==> config.mk <==
export PLATFORM = sky130hd
export DESIGN_NAME = kbd_input_port
export DESIGN_NICKNAME = d
export VERILOG_FILES = /design/src/rtl/kbd_pkg.sv /design/src/rtl/kbd_addr_decode.sv /design/src/rtl/kbd_char_latch.sv /design/src/rtl/kbd_irq_ctl.sv /design/src/rtl/kbd_input_port.sv
export SDC_FILE = /design/constraint.sdc
export NUM_CORES = 1
export LEC_CHECK = 0
export ABC_CLOCK_PERIOD_IN_PS = 2650
export BUFFER_PORTS_ARGS = -buffer_cell sky130_fd_sc_hd__buf_2
export CAP_MARGIN = 20
export CELL_PAD_IN_SITES_DETAIL_PLACEMENT = 2
export CELL_PAD_IN_SITES_GLOBAL_PLACEMENT = 2
export CORE_MARGIN = 1.5
export CORE_UTILIZATION = 18
export DETAILED_ROUTE_END_ITERATION = 10
export GPL_TIMING_DRIVEN = 0
export PLACE_DENSITY_LB_ADDON = 0.1
export SETUP_SLACK_MARGIN = 0.2
export SYNTH_ARGS = -nofsm -noshare
export SYNTH_HDL_FRONTEND = slang
export SYNTH_SLANG_ARGS = --single-unit
export TNS_END_PERCENT = 50
==> constraint.sdc <==
create_clock -name clk -period 2.65 [get_ports clk]
set_input_delay 0.53 -clock clk [delete_from_list [all_inputs] [get_ports clk]]
set_output_delay 0.53 -clock clk [all_outputs]
set_load 0.01 [all_outputs]
==> src/rtl/kbd_pkg.sv <==
package kbd_pkg;
  localparam int unsigned KBD_ADDR_W = 16;
  localparam int unsigned KBD_WORD_W = 16;
  localparam int unsigned KBD_CHAR_W = 8;
  localparam logic [KBD_ADDR_W-1:0] KBD_STATUS_ADDR = 16'hFE00;
  localparam logic [KBD_ADDR_W-1:0] KBD_DATA_ADDR   = 16'hFE02;
  localparam int unsigned KBD_READY_BIT = 15;
  localparam int unsigned KBD_IE_BIT    = 14;

  typedef enum logic [1:0] {
    RSEL_NONE   = 2'd0,
    RSEL_STATUS = 2'd1,
    RSEL_DATA   = 2'd2
  } rd_sel_e;
endpackage

==> src/rtl/kbd_addr_decode.sv <==
module kbd_addr_decode
  import kbd_pkg::*;
#(
  parameter int unsigned ADDR_W = KBD_ADDR_W,
  parameter logic [ADDR_W-1:0] STATUS_ADDR = KBD_STATUS_ADDR,
  parameter logic [ADDR_W-1:0] DATA_ADDR   = KBD_DATA_ADDR
) (
  input  logic [ADDR_W-1:0] addr,
  input  logic              rd,
  input  logic              wr,
  output logic              stat_rd,
  output logic              data_rd,
  output logic              stat_wr,
  output rd_sel_e           rd_sel
);
  logic hit_stat;
  logic hit_data;

  assign hit_stat = (addr == STATUS_ADDR);
  assign hit_data = (addr == DATA_ADDR);

  assign stat_rd = rd & hit_stat;
  assign data_rd = rd & hit_data;
  assign stat_wr = wr & hit_stat;

  always_comb begin
    if (stat_rd)      rd_sel = RSEL_STATUS;
    else if (data_rd) rd_sel = RSEL_DATA;
    else              rd_sel = RSEL_NONE;
  end
endmodule

==> src/rtl/kbd_char_latch.sv <==
module kbd_char_latch #(
  parameter int unsigned CHAR_W = 8
) (
  input  logic              clk,
  input  logic              rst_n,
  input  logic              key_strobe,
  input  logic [CHAR_W-1:0] key_code,
  input  logic              data_rd,
  output logic              ready,
  output logic [CHAR_W-1:0] char_q,
  output logic              key_accept,
  output logic              key_drop
);
  // A strobe is judged against the flag as it stands before this edge.
  assign key_accept = key_strobe & ~ready;
  assign key_drop   = key_strobe &  ready;

  always_ff @(posedge clk or negedge rst_n) begin
    if (!rst_n) begin
      ready  <= 1'b0;
      char_q <= '0;
    end else begin
      if (key_accept) begin
        ready  <= 1'b1;
        char_q <= key_code;
      end else if (data_rd) begin
        ready  <= 1'b0;
      end
    end
  end
endmodule

==> src/rtl/kbd_irq_ctl.sv <==
module kbd_irq_ctl
  import kbd_pkg::*;
#(
  parameter int unsigned WORD_W = KBD_WORD_W,
  parameter int unsigned IE_BIT = KBD_IE_BIT
) (
  input  logic              clk,
  input  logic              rst_n,
  input  logic              stat_wr,
  input  logic [WORD_W-1:0] wdata,
  input  logic              ready,
  output logic              ie,
  output logic              irq
);
  localparam logic [WORD_W-1:0] IE_MASK = WORD_W'(1) << IE_BIT;

  logic unused_wbits;
  assign unused_wbits = ^(wdata & ~IE_MASK);

  always_ff @(posedge clk or negedge rst_n) begin
    if (!rst_n)       ie <= 1'b0;
    else if (stat_wr) ie <= wdata[IE_BIT];
  end

  assign irq = ready & ie;
endmodule

==> src/rtl/kbd_input_port.sv <==
module kbd_input_port
  import kbd_pkg::*;
#(
  parameter int unsigned ADDR_W = KBD_ADDR_W,
  parameter int unsigned WORD_W = KBD_WORD_W,
  parameter int unsigned CHAR_W = KBD_CHAR_W,
  parameter logic [ADDR_W-1:0] STATUS_ADDR = KBD_STATUS_ADDR,
  parameter logic [ADDR_W-1:0] DATA_ADDR   = KBD_DATA_ADDR,
  parameter int unsigned READY_BIT = KBD_READY_BIT,
  parameter int unsigned IE_BIT    = KBD_IE_BIT
) (
  input  logic              clk,
  input  logic              rst_n,
  input  logic              key_strobe,
  input  logic [CHAR_W-1:0] key_code,
  input  logic [ADDR_W-1:0] bus_addr,
  input  logic              bus_rd,
  input  logic              bus_wr,
  input  logic [WORD_W-1:0] bus_wdata,
  output logic [WORD_W-1:0] bus_rdata,
  output logic              io_sel,
  output logic              irq
);
  function automatic logic [WORD_W-1:0] pack_status(input logic rdy, input logic en);
    logic [WORD_W-1:0] w;
    w = '0;
    w[READY_BIT] = rdy;
    w[IE_BIT]    = en;
    return w;
  endfunction

  function automatic logic [WORD_W-1:0] pack_char(input logic [CHAR_W-1:0] c);
    return {{(WORD_W-CHAR_W){1'b0}}, c};
  endfunction

  logic              stat_rd;
  logic              data_rd;
  logic              stat_wr;
  rd_sel_e           rd_sel;
  logic              ready;
  logic              ie;
  logic [CHAR_W-1:0] char_q;
  logic              key_accept;
  logic              key_drop;

  kbd_addr_decode #(
    .ADDR_W(ADDR_W), .STATUS_ADDR(STATUS_ADDR), .DATA_ADDR(DATA_ADDR)
  ) u_dec (
    .addr(bus_addr), .rd(bus_rd), .wr(bus_wr),
    .stat_rd(stat_rd), .data_rd(data_rd), .stat_wr(stat_wr), .rd_sel(rd_sel)
  );

  kbd_char_latch #(.CHAR_W(CHAR_W)) u_latch (
    .clk(clk), .rst_n(rst_n), .key_strobe(key_strobe), .key_code(key_code),
    .data_rd(data_rd), .ready(ready), .char_q(char_q),
    .key_accept(key_accept), .key_drop(key_drop)
  );

  kbd_irq_ctl #(.WORD_W(WORD_W), .IE_BIT(IE_BIT)) u_irq (
    .clk(clk), .rst_n(rst_n), .stat_wr(stat_wr), .wdata(bus_wdata),
    .ready(ready), .ie(ie), .irq(irq)
  );

  always_comb begin
    unique case (rd_sel)
      RSEL_STATUS: bus_rdata = pack_status(ready, ie);
      RSEL_DATA:   bus_rdata = pack_char(char_q);
      default:     bus_rdata = '0;
    endcase
  end

  assign io_sel = stat_rd | data_rd;
endmodule

==> reports/metrics.yaml <==
run_status:
  status: "completed"
place:
  global_placement_routability_congestion: 0.618
  portBuffers: 41
clock_network:
  htree_num_levels: 1
  clk_pin_slew_worst_paths_ns: 0.06
  number_of_buffers_inserted_during_clock_tree_synthesis: 3
  cts_tree: "done"
  worstSkewPairLatency_ns: 0.26
  clock-root-buffer: "sky130_fd_sc_hd__clkbuf_4"
  clock_sinks: 10
  clk_path_buf_depth: 2
  cts_setup_buffers: 0
drt:
  drt_drc_violations_left: 0
  vias: 574
  postRouteWirelength_um: 1570
  drtPass1Iterations: 2
  final_antenna_net_count: 0
  wl_per_cell_um: 10.7
  routed_via_density: 3.93
  drtIter0Drc: 5
logic_synthesis:
  ys_seq_area_frac: 0.414
  synth.cells.most_frequent: "sky130_fd_sc_hd__dfrtp_1 (10), sky130_fd_sc_hd__and3_1 (8), sky130_fd_sc_hd__mux2_2 (8)"
  syn-mean-instance-area_um2: 11.6
  synth-main-ff-cell: "sky130_fd_sc_hd__dfrtp_1"
  synthesis.instances: 52
  ys_seq_elements: 10
  syn_area_um2: 604
  synth_edf_count: 0
  synth_largest_area_cell: "sky130_fd_sc_hd__dfrtp_1"
  synth_top_area_share: 0.414
  synth_most_common_cell: "sky130_fd_sc_hd__dfrtp_1"
  synth_async_sr_flop_share: 1.00
  yosys-top-cells-area: "sky130_fd_sc_hd__dfrtp_1 (41%), sky130_fd_sc_hd__mux2_2 (15%), sky130_fd_sc_hd__and3_1 (8.3%)"
  synth-warning-count: 0
  synthDistinctLibCells: 19
timing:
  final_min_period_over_clock_period: 0.941
  min_period_ns: 2.49
  clk_skew_ns: 0.000939
  setup_viol: 0
  finalMaxSlewViolations: 0
  fmax_mhz: 401
  setup_total_negative_slack_ns: 0
  timing.hold.ws_ns: 0.119
  rsz0062_at_grt: "yes"
  final_hold_viol_count: 0
final_layout:
  area.growth.synth_to_final_pct: 54.5
  antenna-diode-count: 0
  layout.nets: 148
  fin_util: 0.298
  drive_gt1_frac: 0.637
power:
  leakagePower_nw: 0.527
  power.density_cell_area_nw_per_um2: 389
  report.power.total_uw: 363
  max_rail_drop_vdd_v: 0.000222
worst_setup_path:
  crit_path_start_kind: "primary input"
  worstPathArrival_ns: 1.96
  timing.critical_path.fanout_max: 10
  endpoint_kind: "output pin"
  critPathKind: "primary input to output pin"
  timing.critical_path.required_ns: 2.12
  ff2ff_path_depth: 3
global_route:
  globalRouteOverflowTotal: 0
  grt_pass1_vias: 629
  grtUsageTotal: 0.0959
  grt_start_max_net_pins: 11
  grt_antenna_before_repair: 0
  grt_first_pass_wirelength_um: 2600
floorplanning:
  io_pins: 63
  initial_utilization: 0.193
  die-height_um: 60.9
  coreArea_um2: 3130
  die_area_um2: 3710
  floorplan.die.width_um: 60.9
  row_count: 20
job:
  drv.max_cap_violation_count: 0
worst_hold_path:
  min_path_type: "primary input to asynchronous set/reset pin"
repair_timing:
action,in CTS,in global routing
hold buffers,0,0
gates cloned,0,0
pin swaps,0,2
endpoints found under the setup margin,10,10
gates resized for setup,0,3
metal layers:
layer  GRT usage  part of all wire  vias up
met2       0.183              0.54       19
met3      0.0341             0.057        0
met1       0.101              0.40      280
li1            -                 -      275
met5           0                 0        -
met4      0.0186                 0        0
final cells by class:
class                   instances  area (um2)
flip-flops and latches         10         250
fillers                       368        2190
repair buffers                 41         211
well taps                      44        55.1
clock buffers                   4        36.3
multi-input cells              38         317
plain buffers                   9        63.8
where the power goes:
group,internal [mW],switching (mW),leakage (nW)
clock,0.0834,0.0507,0.0210
sequential,0.167,0.00530,0.122
combinational,0.0351,0.0222,0.384
total,0.285,0.0782,0.527
state kept, by name (all words and copies together), names as in the netlist:
signal	flops
u_irq.ie	1
u_latch.char_q	8
u_latch.ready	1
per-stage QoR:
step           instances  cell area, um2  setup slack (ns)
6_report             146             933             0.157
5_1_grt              146             933            0.0833
4_1_cts              146             920             0.139
3_5_place_dp         142             883             0.135
2_1_floorplan         57             623             0.392
3_3_place_gp         142             883             0.152
critical path: stages:
cell	delay, ns
sky130_fd_sc_hd__buf_6	0.09
sky130_fd_sc_hd__or4b_4	0.55
sky130_fd_sc_hd__nor4_4	0.33
sky130_fd_sc_hd__buf_6	0.18
sky130_fd_sc_hd__and3_1	0.16
sky130_fd_sc_hd__buf_2	0.13
kinds of logic after synthesis:
family | count (synthesis) | synth area share
AOI/OAI and AO/OA | 1 | 0.0104
DFF | 10 | 0.414
and+or+nand+nor | 22 | 0.296
other | 1 | 0.00621
muxes | 9 | 0.168
buffers and inverters | 9 | 0.106
cells in the final DEF (no fill, tap or decap):
| cell | count |
|---|---|
| sky130_fd_sc_hd__buf_2 | 40 |
| sky130_fd_sc_hd__dfrtp_1 | 10 |
| sky130_fd_sc_hd__and3_1 | 8 |
| sky130_fd_sc_hd__mux2_2 | 8 |
| sky130_fd_sc_hd__buf_4 | 6 |
| sky130_fd_sc_hd__conb_1 | 6 |
| sky130_fd_sc_hd__and2_1 | 3 |
| sky130_fd_sc_hd__clkbuf_4 | 3 |
| sky130_fd_sc_hd__clkbuf_1 | 2 |
| sky130_fd_sc_hd__nand4b_2 | 2 |
| sky130_fd_sc_hd__buf_6 | 2 |
| sky130_fd_sc_hd__or4b_4 | 1 |
| sky130_fd_sc_hd__or4b_1 | 1 |
| sky130_fd_sc_hd__nor4_4 | 1 |
| sky130_fd_sc_hd__nor2b_4 | 1 |
| sky130_fd_sc_hd__nor2b_1 | 1 |
| sky130_fd_sc_hd__nor2_1 | 1 |
| sky130_fd_sc_hd__a31oi_1 | 1 |
| sky130_fd_sc_hd__nor3_1 | 1 |
| sky130_fd_sc_hd__nand3b_1 | 1 |
| sky130_fd_sc_hd__nor4_1 | 1 |
| sky130_fd_sc_hd__mux2_1 | 1 |
| sky130_fd_sc_hd__clkbuf_8 | 1 |
final timing paths:
| check | slack [ns] | endpoint | start |
|---|---|---|---|
| worst min-delay path | 0.12 | u_latch.char_q[1]$_DFFE_PN0P_ | rst_n |
| worst min register to register | 0.50 | u_latch.char_q[4]$_DFFE_PN0P_ | u_latch.char_q[4]$_DFFE_PN0P_ |
| worst max register to register | 1.24 | u_latch.char_q[0]$_DFFE_PN0P_ | u_latch.ready$_DFFE_PN0P_ |
| worst max-delay path | 0.16 | bus_rdata[4] | bus_addr[8] |
| max in group asynchronous | 2.34 | u_latch.char_q[3]$_DFFE_PN0P_ | rst_n |
| min in group clk | 0.49 | u_irq.ie$_DFFE_PN0P_ | bus_wdata[14] |
Note: power is estimated with default switching activity, not from simulation.
